[src/rtl/pmx_pkg.sv]
package pmx_pkg;
  localparam int unsigned BANK_W = 32;

  localparam logic [7:0] A_DIR_HI = 8'h00;
  localparam logic [7:0] A_DIR_LO = 8'h04;
  localparam logic [7:0] A_DAT_HI = 8'h08;
  localparam logic [7:0] A_DAT_LO = 8'h0C;
  localparam logic [7:0] A_LED    = 8'h10;
  localparam logic [7:0] A_MODE   = 8'h18;
  localparam logic [7:0] A_CTRL   = 8'h1C;
  localparam logic [7:0] A_BASE   = 8'h38;

  // implemented base-mode bits: 2, 4, 5, 6, 7, 8, 9
  localparam logic [31:0] BASE_IMPL = 32'h0000_03F4;

  typedef enum logic [1:0] {SRC_GPIO, SRC_ALT, SRC_LED, SRC_GRP} pad_src_e;

  // does base-mode word b claim pad p for its group function
  function automatic logic grp_hit(int unsigned p, logic [31:0] b);
    logic hit;
    hit = 1'b0;
    if (b[2] && ((p >= 2 && p <= 7) || (p >= 24 && p <= 31))) hit = 1'b1;
    if (b[4] && p == 35)                hit = 1'b1;
    if (b[5] && (p == 8  || p == 9))    hit = 1'b1;
    if (b[6] && (p == 10 || p == 11))   hit = 1'b1;
    if (b[7] && (p == 12 || p == 13))   hit = 1'b1;
    if (b[8] && (p == 24 || p == 25))   hit = 1'b1;
    if (b[9] && (p == 26 || p == 27))   hit = 1'b1;
    return hit;
  endfunction
endpackage

[src/rtl/pmx_sync.sv]
module pmx_sync #(
  parameter int unsigned W      = 52,
  parameter int unsigned STAGES = 2
) (
  input  logic         clk,
  input  logic         rst,
  input  logic [W-1:0] d,
  output logic [W-1:0] q
);
  logic [W-1:0] stg [STAGES];

  always_ff @(posedge clk) begin
    if (rst) stg[0] <= '0;
    else     stg[0] <= d;
  end

  for (genvar s = 1; s < STAGES; s++) begin : g_stage
    always_ff @(posedge clk) begin
      if (rst) stg[s] <= '0;
      else     stg[s] <= stg[s-1];
    end
  end

  assign q = stg[STAGES-1];
endmodule

[src/rtl/pmx_regs.sv]
module pmx_regs
  import pmx_pkg::*;
#(
  parameter int unsigned NUM_PADS = 52,
  parameter int unsigned LED_PADS = 24,
  localparam int unsigned HI_PADS = NUM_PADS - BANK_W
) (
  input  logic                clk,
  input  logic                rst,
  input  logic [7:0]          addr,
  input  logic                we,
  input  logic [31:0]         wdata,
  output logic [31:0]         rdata,
  input  logic [NUM_PADS-1:0] pad_sync,
  output logic [NUM_PADS-1:0] dir_q,
  output logic [NUM_PADS-1:0] dat_q,
  output logic [LED_PADS-1:0] led_q,
  output logic [BANK_W-1:0]   mode_q,
  output logic [HI_PADS-1:0]  ctrl_q,
  output logic [31:0]         base_q
);
  logic [NUM_PADS-1:0] dat_view;
  logic [31:0]         rd_nxt;
  logic                mapped;

  always_ff @(posedge clk) begin
    if (rst) begin
      dir_q  <= '0;
      dat_q  <= '0;
      led_q  <= '0;
      mode_q <= '0;
      ctrl_q <= '1;
      base_q <= '0;
    end else if (we) begin
      case (addr)
        A_DIR_LO: dir_q[BANK_W-1:0]        <= wdata;
        A_DIR_HI: dir_q[NUM_PADS-1:BANK_W] <= wdata[HI_PADS-1:0];
        A_DAT_LO: dat_q[BANK_W-1:0]        <= wdata;
        A_DAT_HI: dat_q[NUM_PADS-1:BANK_W] <= wdata[HI_PADS-1:0];
        A_LED:    led_q  <= wdata[LED_PADS-1:0];
        A_MODE:   mode_q <= wdata;
        A_CTRL:   ctrl_q <= wdata[HI_PADS-1:0];
        A_BASE:   base_q <= wdata & BASE_IMPL;
        default: ;
      endcase
    end
  end

  // outputs read back their stored bit, inputs their synchronized level
  assign dat_view = (dir_q & dat_q) | (~dir_q & pad_sync);

  always_comb begin
    rd_nxt = '0;
    mapped = 1'b1;
    case (addr)
      A_DIR_LO: rd_nxt = dir_q[BANK_W-1:0];
      A_DIR_HI: rd_nxt = 32'(dir_q[NUM_PADS-1:BANK_W]);
      A_DAT_LO: rd_nxt = dat_view[BANK_W-1:0];
      A_DAT_HI: rd_nxt = 32'(dat_view[NUM_PADS-1:BANK_W]);
      A_LED:    rd_nxt = 32'(led_q);
      A_MODE:   rd_nxt = mode_q;
      A_CTRL:   rd_nxt = 32'(ctrl_q);
      A_BASE:   rd_nxt = base_q;
      default:  mapped = 1'b0;
    endcase
  end

  always_ff @(posedge clk) begin
    if (rst) rdata <= '0;
    else     rdata <= rd_nxt;
  end

  p_rd_unmapped_r10: assert property (@(posedge clk) disable iff (rst)
    !mapped |=> rdata == '0);
  p_base_unimpl_r10: assert property (@(posedge clk) disable iff (rst)
    (we && addr == A_BASE) |=> (base_q & ~BASE_IMPL) == '0);
endmodule

[src/rtl/pmx_pad_sel.sv]
module pmx_pad_sel
  import pmx_pkg::*;
#(
  parameter int unsigned NUM_PADS = 52,
  parameter int unsigned LED_PADS = 24,
  localparam int unsigned HI_PADS = NUM_PADS - BANK_W
) (
  input  logic                clk,
  input  logic                rst,
  input  logic [NUM_PADS-1:0] dir_q,
  input  logic [NUM_PADS-1:0] dat_q,
  input  logic [LED_PADS-1:0] led_q,
  input  logic [BANK_W-1:0]   mode_q,
  input  logic [HI_PADS-1:0]  ctrl_q,
  input  logic [31:0]         base_q,
  input  logic [LED_PADS-1:0] led_val,
  input  logic [NUM_PADS-1:0] alt_val,
  input  logic [NUM_PADS-1:0] alt_en,
  input  logic [NUM_PADS-1:0] grp_val,
  input  logic [NUM_PADS-1:0] grp_en,
  output logic [NUM_PADS-1:0] pad_out,
  output logic [NUM_PADS-1:0] pad_oe
);
  logic [NUM_PADS-1:0] sel_grp, sel_led, sel_alt, sel_gpio;
  logic [NUM_PADS-1:0] led_ext;
  logic [NUM_PADS-1:0] nxt_out, nxt_oe;

  for (genvar p = 0; p < NUM_PADS; p++) begin : g_pad
    logic     want_led, want_alt;
    pad_src_e src;

    if (p < LED_PADS) begin : g_led
      assign want_led   = led_q[p];
      assign led_ext[p] = led_val[p];
    end else begin : g_noled
      assign want_led   = 1'b0;
      assign led_ext[p] = 1'b0;
    end

    if (p < BANK_W) begin : g_lo
      assign want_alt = mode_q[p];
    end else begin : g_hi
      assign want_alt = ~ctrl_q[p-BANK_W];
    end

    assign src = grp_hit(p, base_q) ? SRC_GRP :
                 want_led           ? SRC_LED :
                 want_alt           ? SRC_ALT : SRC_GPIO;

    assign sel_grp[p]  = (src == SRC_GRP);
    assign sel_led[p]  = (src == SRC_LED);
    assign sel_alt[p]  = (src == SRC_ALT);
    assign sel_gpio[p] = (src == SRC_GPIO);

    assign nxt_out[p] = (src == SRC_GRP) ? grp_val[p] :
                        (src == SRC_LED) ? led_ext[p] :
                        (src == SRC_ALT) ? alt_val[p] : dat_q[p];
    assign nxt_oe[p]  = (src == SRC_GRP) ? grp_en[p]  :
                        (src == SRC_LED) ? 1'b1       :
                        (src == SRC_ALT) ? alt_en[p]  : dir_q[p];
  end

  always_ff @(posedge clk) begin
    if (rst) begin
      pad_out <= '0;
      pad_oe  <= '0;
    end else begin
      pad_out <= nxt_out;
      pad_oe  <= nxt_oe;
    end
  end

  p_gpio_drive_r2: assert property (@(posedge clk) disable iff (rst)
    1'b1 |=> ((((pad_oe ^ $past(dir_q)) | (pad_out ^ $past(dat_q))) & $past(sel_gpio)) == '0));
  p_group_take_r7: assert property (@(posedge clk) disable iff (rst)
    1'b1 |=> ((((pad_oe ^ $past(grp_en)) | (pad_out ^ $past(grp_val))) & $past(sel_grp)) == '0));
  p_led_route_r4: assert property (@(posedge clk) disable iff (rst)
    1'b1 |=> ((((~pad_oe) | (pad_out ^ $past(led_ext))) & $past(sel_led)) == '0));
  p_alt_route_r5: assert property (@(posedge clk) disable iff (rst)
    1'b1 |=> ((((pad_oe ^ $past(alt_en)) | (pad_out ^ $past(alt_val))) & $past(sel_alt)) == '0));
endmodule

[src/rtl/pad_mux_unit.sv]
module pad_mux_unit
  import pmx_pkg::*;
#(
  parameter int unsigned NUM_PADS    = 52,
  parameter int unsigned LED_PADS    = 24,
  parameter int unsigned SYNC_STAGES = 2,
  localparam int unsigned HI_PADS    = NUM_PADS - BANK_W
) (
  input  logic                clk,
  input  logic                rst,
  input  logic [7:0]          bus_addr,
  input  logic                bus_we,
  input  logic [31:0]         bus_wdata,
  output logic [31:0]         bus_rdata,
  input  logic [NUM_PADS-1:0] pad_in,
  input  logic [LED_PADS-1:0] led_val,
  input  logic [NUM_PADS-1:0] alt_val,
  input  logic [NUM_PADS-1:0] alt_en,
  input  logic [NUM_PADS-1:0] grp_val,
  input  logic [NUM_PADS-1:0] grp_en,
  output logic [NUM_PADS-1:0] pad_out,
  output logic [NUM_PADS-1:0] pad_oe
);
  logic [NUM_PADS-1:0] pad_sync, dir_q, dat_q;
  logic [LED_PADS-1:0] led_q;
  logic [BANK_W-1:0]   mode_q;
  logic [HI_PADS-1:0]  ctrl_q;
  logic [31:0]         base_q;

  pmx_sync #(.W(NUM_PADS), .STAGES(SYNC_STAGES)) u_sync (
    .clk(clk), .rst(rst), .d(pad_in), .q(pad_sync)
  );

  pmx_regs #(.NUM_PADS(NUM_PADS), .LED_PADS(LED_PADS)) u_regs (
    .clk(clk), .rst(rst), .addr(bus_addr), .we(bus_we), .wdata(bus_wdata),
    .rdata(bus_rdata), .pad_sync(pad_sync), .dir_q(dir_q), .dat_q(dat_q),
    .led_q(led_q), .mode_q(mode_q), .ctrl_q(ctrl_q), .base_q(base_q)
  );

  pmx_pad_sel #(.NUM_PADS(NUM_PADS), .LED_PADS(LED_PADS)) u_sel (
    .clk(clk), .rst(rst), .dir_q(dir_q), .dat_q(dat_q), .led_q(led_q),
    .mode_q(mode_q), .ctrl_q(ctrl_q), .base_q(base_q), .led_val(led_val),
    .alt_val(alt_val), .alt_en(alt_en), .grp_val(grp_val), .grp_en(grp_en),
    .pad_out(pad_out), .pad_oe(pad_oe)
  );
endmodule

[config.mk]
export PLATFORM = sky130hd
export DESIGN_NAME = pad_mux_unit
export DESIGN_NICKNAME = d
export VERILOG_FILES = /design/src/rtl/pmx_pkg.sv /design/src/rtl/pmx_sync.sv /design/src/rtl/pmx_regs.sv /design/src/rtl/pmx_pad_sel.sv /design/src/rtl/pad_mux_unit.sv
export SDC_FILE = /design/constraint.sdc
export NUM_CORES = 1
export LEC_CHECK = 0
export CORE_MARGIN = 2
export CORE_UTILIZATION = 25
export DETAILED_ROUTE_END_ITERATION = 12
export PLACE_DENSITY_LB_ADDON = 0.08
export SETUP_SLACK_MARGIN = 0.5
export SLEW_MARGIN = 30
export SYNTH_ARGS = -nofsm -noshare
export SYNTH_HDL_FRONTEND = slang
export SYNTH_SLANG_ARGS = --single-unit
export TNS_END_PERCENT = 10
[constraint.sdc]
create_clock -name clk -period 2.75 [get_ports clk]
set_input_delay 0.55 -clock clk [delete_from_list [all_inputs] [get_ports clk]]
set_output_delay 0.55 -clock clk [all_outputs]
set_load 0.1 [all_outputs]
==> qor.txt <==
run status - finished, final reports clean
placed cell count - 3115
fin crit share - 81.25%
Critical Path Max Stage Delay - 690 ps
final RePlAce weighted congestion - 0.7921
antenna violations before repair - 11
CP Capture Type - flop
Hold-fix buffers, CTS - 0
Root Driver - clkbuf_16
global-route wire length before repair - 98550 um
crit path from - bus_addr[6]
Iteration-0 DRC Markers - 843
Comb pwr share - 6.1%
measured slew at the worst slew-check pin - 642.5 ps
clock skew - 16.80 ps
Num CTS Buffers - 52
final wirelength - 68270 um
Setup Fix Bufs, Post-CTS - 0
Rel. slew slack - 57.17%
Placeable Area - 0.06539 mm2
Reg2Reg Setup Slack - 1230 ps
DIE WIDTH - 260.5 um
initial core utilization - 25.14%
die height - 260.5 um
clk_lat worst skew - 580 ps
Final nets - 2632
sequential power share - 44.9%
routed len/inst - 21.27 um
Seq/Total Area, Yosys - 51.99%
Max Root-Sink Buffers - 3
Area growth, synth to finish - 42.14%
final critical-path required period - 2234 ps
# clock sinks - 427
largest area contributor in the netlist - dfxtp_1
post-synth cell types - 50
register area - 0.008549 mm2
fmax - 447.6 MHz
CTS tree - built
io pins - 463
Non-Filler Instances - 3210
Post-Syn Area - 0.01644 mm2
number of synthesized flops with an enable pin - 0
Fillers - 6828
H-tree levels - 2
Cell Int Power - 10.89 mW
peak supply drop - 380.5 uV
worst path arrival time - 2750 ps
reg-to-reg critical path startpoint - u_regs.base_q[2]
DRC - 0
Worst setup endpoint - u_regs.rdata[31]
Synth area leaders - dfxtp_1 (52%), nand2_1 (9.0%), mux2i_1 (8.0%), a21oi_1 (7.2%), nor2b_1 (4.5%)
WP buf/inv - 3
antenna viol nets, final - 0
Rows - 94
CP required - 3270 ps
Crit path depth - 8
grt total ovfl - 0
slowest stage cell on the critical path - or4_1
reg-to-reg endpoint - u_sel.pad_oe[25]
Hold Fails Final Rpt - 0
hold path cells - 2
max_cap viols - 0
most used flip-flop cell after synthesis - dfxtp_1
PD cells - 599.8 mW/mm2
worst path cell trace - clkdlybuf4s50_1 > buf_4 > or4_1 > or2_4 > buf_4 > nor3_1 > a21oi_1 > nor2_1
footprint of the multi-input gates - 0.007317 mm2
critical path peak fanout - 11
register bit total from synthesis - 427
Total GRT Usage - 19.73%
CP Class - primary input to flop
die area - 0.06783 mm2
crit start category - primary input
1st-pass router iterations - 5
mean cell area of the mapped netlist - 8.774 um2
Setup violations, final - 0
largest net degree at the start of global routing - 82
worst r2r path cells - 3
Most common cell on crit path - buf_4
Leak - 8.802 nW
Vias - 14780
Synth Warn # - 0
Synth Net Count - 2201
vias in the first global route - 14940
clock power share - 49.0%
Post-Synthesis Cells - 1874
Hold Crit Class - primary input to flop
RSZ-0062 raised after global routing - yes
HPWL Detailed - 48560 um
Slew Viols, Final - 0
Power Total - 14.02 mW
fraction of power spent switching nets - 22.29%
Buffers on Ports - 400
Top Family by Delay on Critical Path - simple AND/OR/NAND/NOR gates
share of cells above drive strength 1 - 16.06%
asr flop ratio synth - 0%
Sw Pwr - 3.125 mW
Synth top area share - 51.99%
CTS clk-pin slew, worst paths - 60 ps
routed vias/inst - 4.605
==> cells by family after synthesis <==
family                 after synthesis  share of synthesized area (%)
multiplexers                       154                          9.550
AO/OA/AOI/OAI                      376                          13.26
flip-flops                         427                          51.99
buffers and inverters              147                          3.927
AND/OR/NAND/NOR                    770                          21.28
==> routing by layer <==
layer,part of all wire (%),GRT usage (%),routed length (um)
met5,0.13,0,90
met2,50,34.64,33810
met1,43,24.83,29450
met4,1.9,4.825,1286
met3,5.3,3.710,3633
==> layout make-up <==
cell class | instances | share of cell area, %
clock inverter | 11 | 0.5675
inverter | 26 | 0.4176
timing repair buffer | 498 | 19.75
antenna | 5 | 0.05354
clock buffer | 79 | 6.692
tap | 864 | 4.626
sequential | 427 | 36.58
multi-input combinational | 1300 | 31.31
==> cells in the final DEF, fill, tap and decap left out, types with 20 or more instances in the layout <==
cell,instances
dfxtp_1,426
mux2_2,23
inv_1,26
nor2b_1,119
clkdlybuf4s50_1,260
clkbuf_16,53
o21ai_0,48
a21oi_1,235
nand2_1,393
a211oi_1,20
buf_4,217
nor2_1,165
mux2i_1,131
nand3b_1,34
==> metrics by stage <==
step / cell area [um2] / util [%] / worst slack [ps] / hold slack (ps) / TNS, ps
5_1_grt: 23370 / 35.74 / 478.4 / 357.6 / 0
6_report: 23370 / 35.74 / 515.7 / 368.8 / 0
4_1_cts: 23340 / 35.70 / 507.6 / 338.6 / 0
3_3_place_gp: 21650 / 33.10 / -102.1 / 419.1 / -2071
2_1_floorplan: 16440 / - / 651.3 / 413.8 / 0
3_5_place_dp: 21650 / 33.10 / -144.2 / 423.7 / -4353
==> cells in the mapped netlist, types with 2 or more instances <==
cell type	count
o211ai_1	6
clkbuf_1	83
a21oi_1	235
mux2_2	23
o22ai_1	5
nor3_1	7
a31oi_2	3
o221a_2	3
a31oi_1	4
or3_1	3
nor3b_1	8
nand3_1	10
buf_6	8
and3_1	5
nor2_4	2
o221a_1	2
a22o_1	5
and2_1	4
mux2i_1	131
dfxtp_1	427
buf_4	3
inv_1	26
a211oi_1	20
o21ai_0	48
nor2b_1	119
nand3b_1	34
or3b_2	2
nor2_1	168
a22oi_1	16
a221oi_1	13
a311oi_1	12
buf_1	9
nand2_1	396
buf_2	18
==> sequential cells by signal (all words and copies together), names as in the netlist <==
| name | cells |
|---|---|
| u_regs.ctrl_q | 20 |
| u_regs.dir_q | 52 |
| u_regs.rdata | 32 |
| u_sel.pad_out | 52 |
| u_regs.mode_q | 32 |
| u_sync.stg | 104 |
| u_regs.led_q | 24 |
| u_regs.base_q | 7 |
| u_regs.dat_q | 52 |
| u_sel.pad_oe | 52 |
==> worst min-delay path by stage <==
stage,start,endpoint,slack [ps]
finish,rst,u_sync.stg[0][38],370
global route,rst,u_sel.pad_out[40],360
CTS,rst,u_sel.pad_out[40],340
detailed placement,u_sync.stg[0][18],u_sync.stg[1][18],420
global placement,u_sync.stg[0][24],u_sync.stg[1][24],420
floorplan,u_sync.stg[0][0],u_sync.stg[1][0],410
==> repair_timing <==
| action | CTS | global route |
|---|---|---|
| endpoints found under the hold margin | 0 | 0 |
| setup endpoints to repair | 9 | 37 |
| resized for setup | 1 | 4 |
==> power by group through the flow <==
| stage | Combinational [mW] | Clock, mW | Sequential [mW] |
|---|---|---|---|
| floorplan | 0.257 | 0 | 6.43 |
| global placement | 0.857 | 0 | 6.42 |
| detailed placement | 0.858 | 0 | 6.42 |
| CTS | 0.862 | 7.10 | 6.29 |
| global route | 0.911 | 7.35 | 6.29 |
| finish | 0.855 | 6.88 | 6.29 |
(Power assumes the default switching activity.)
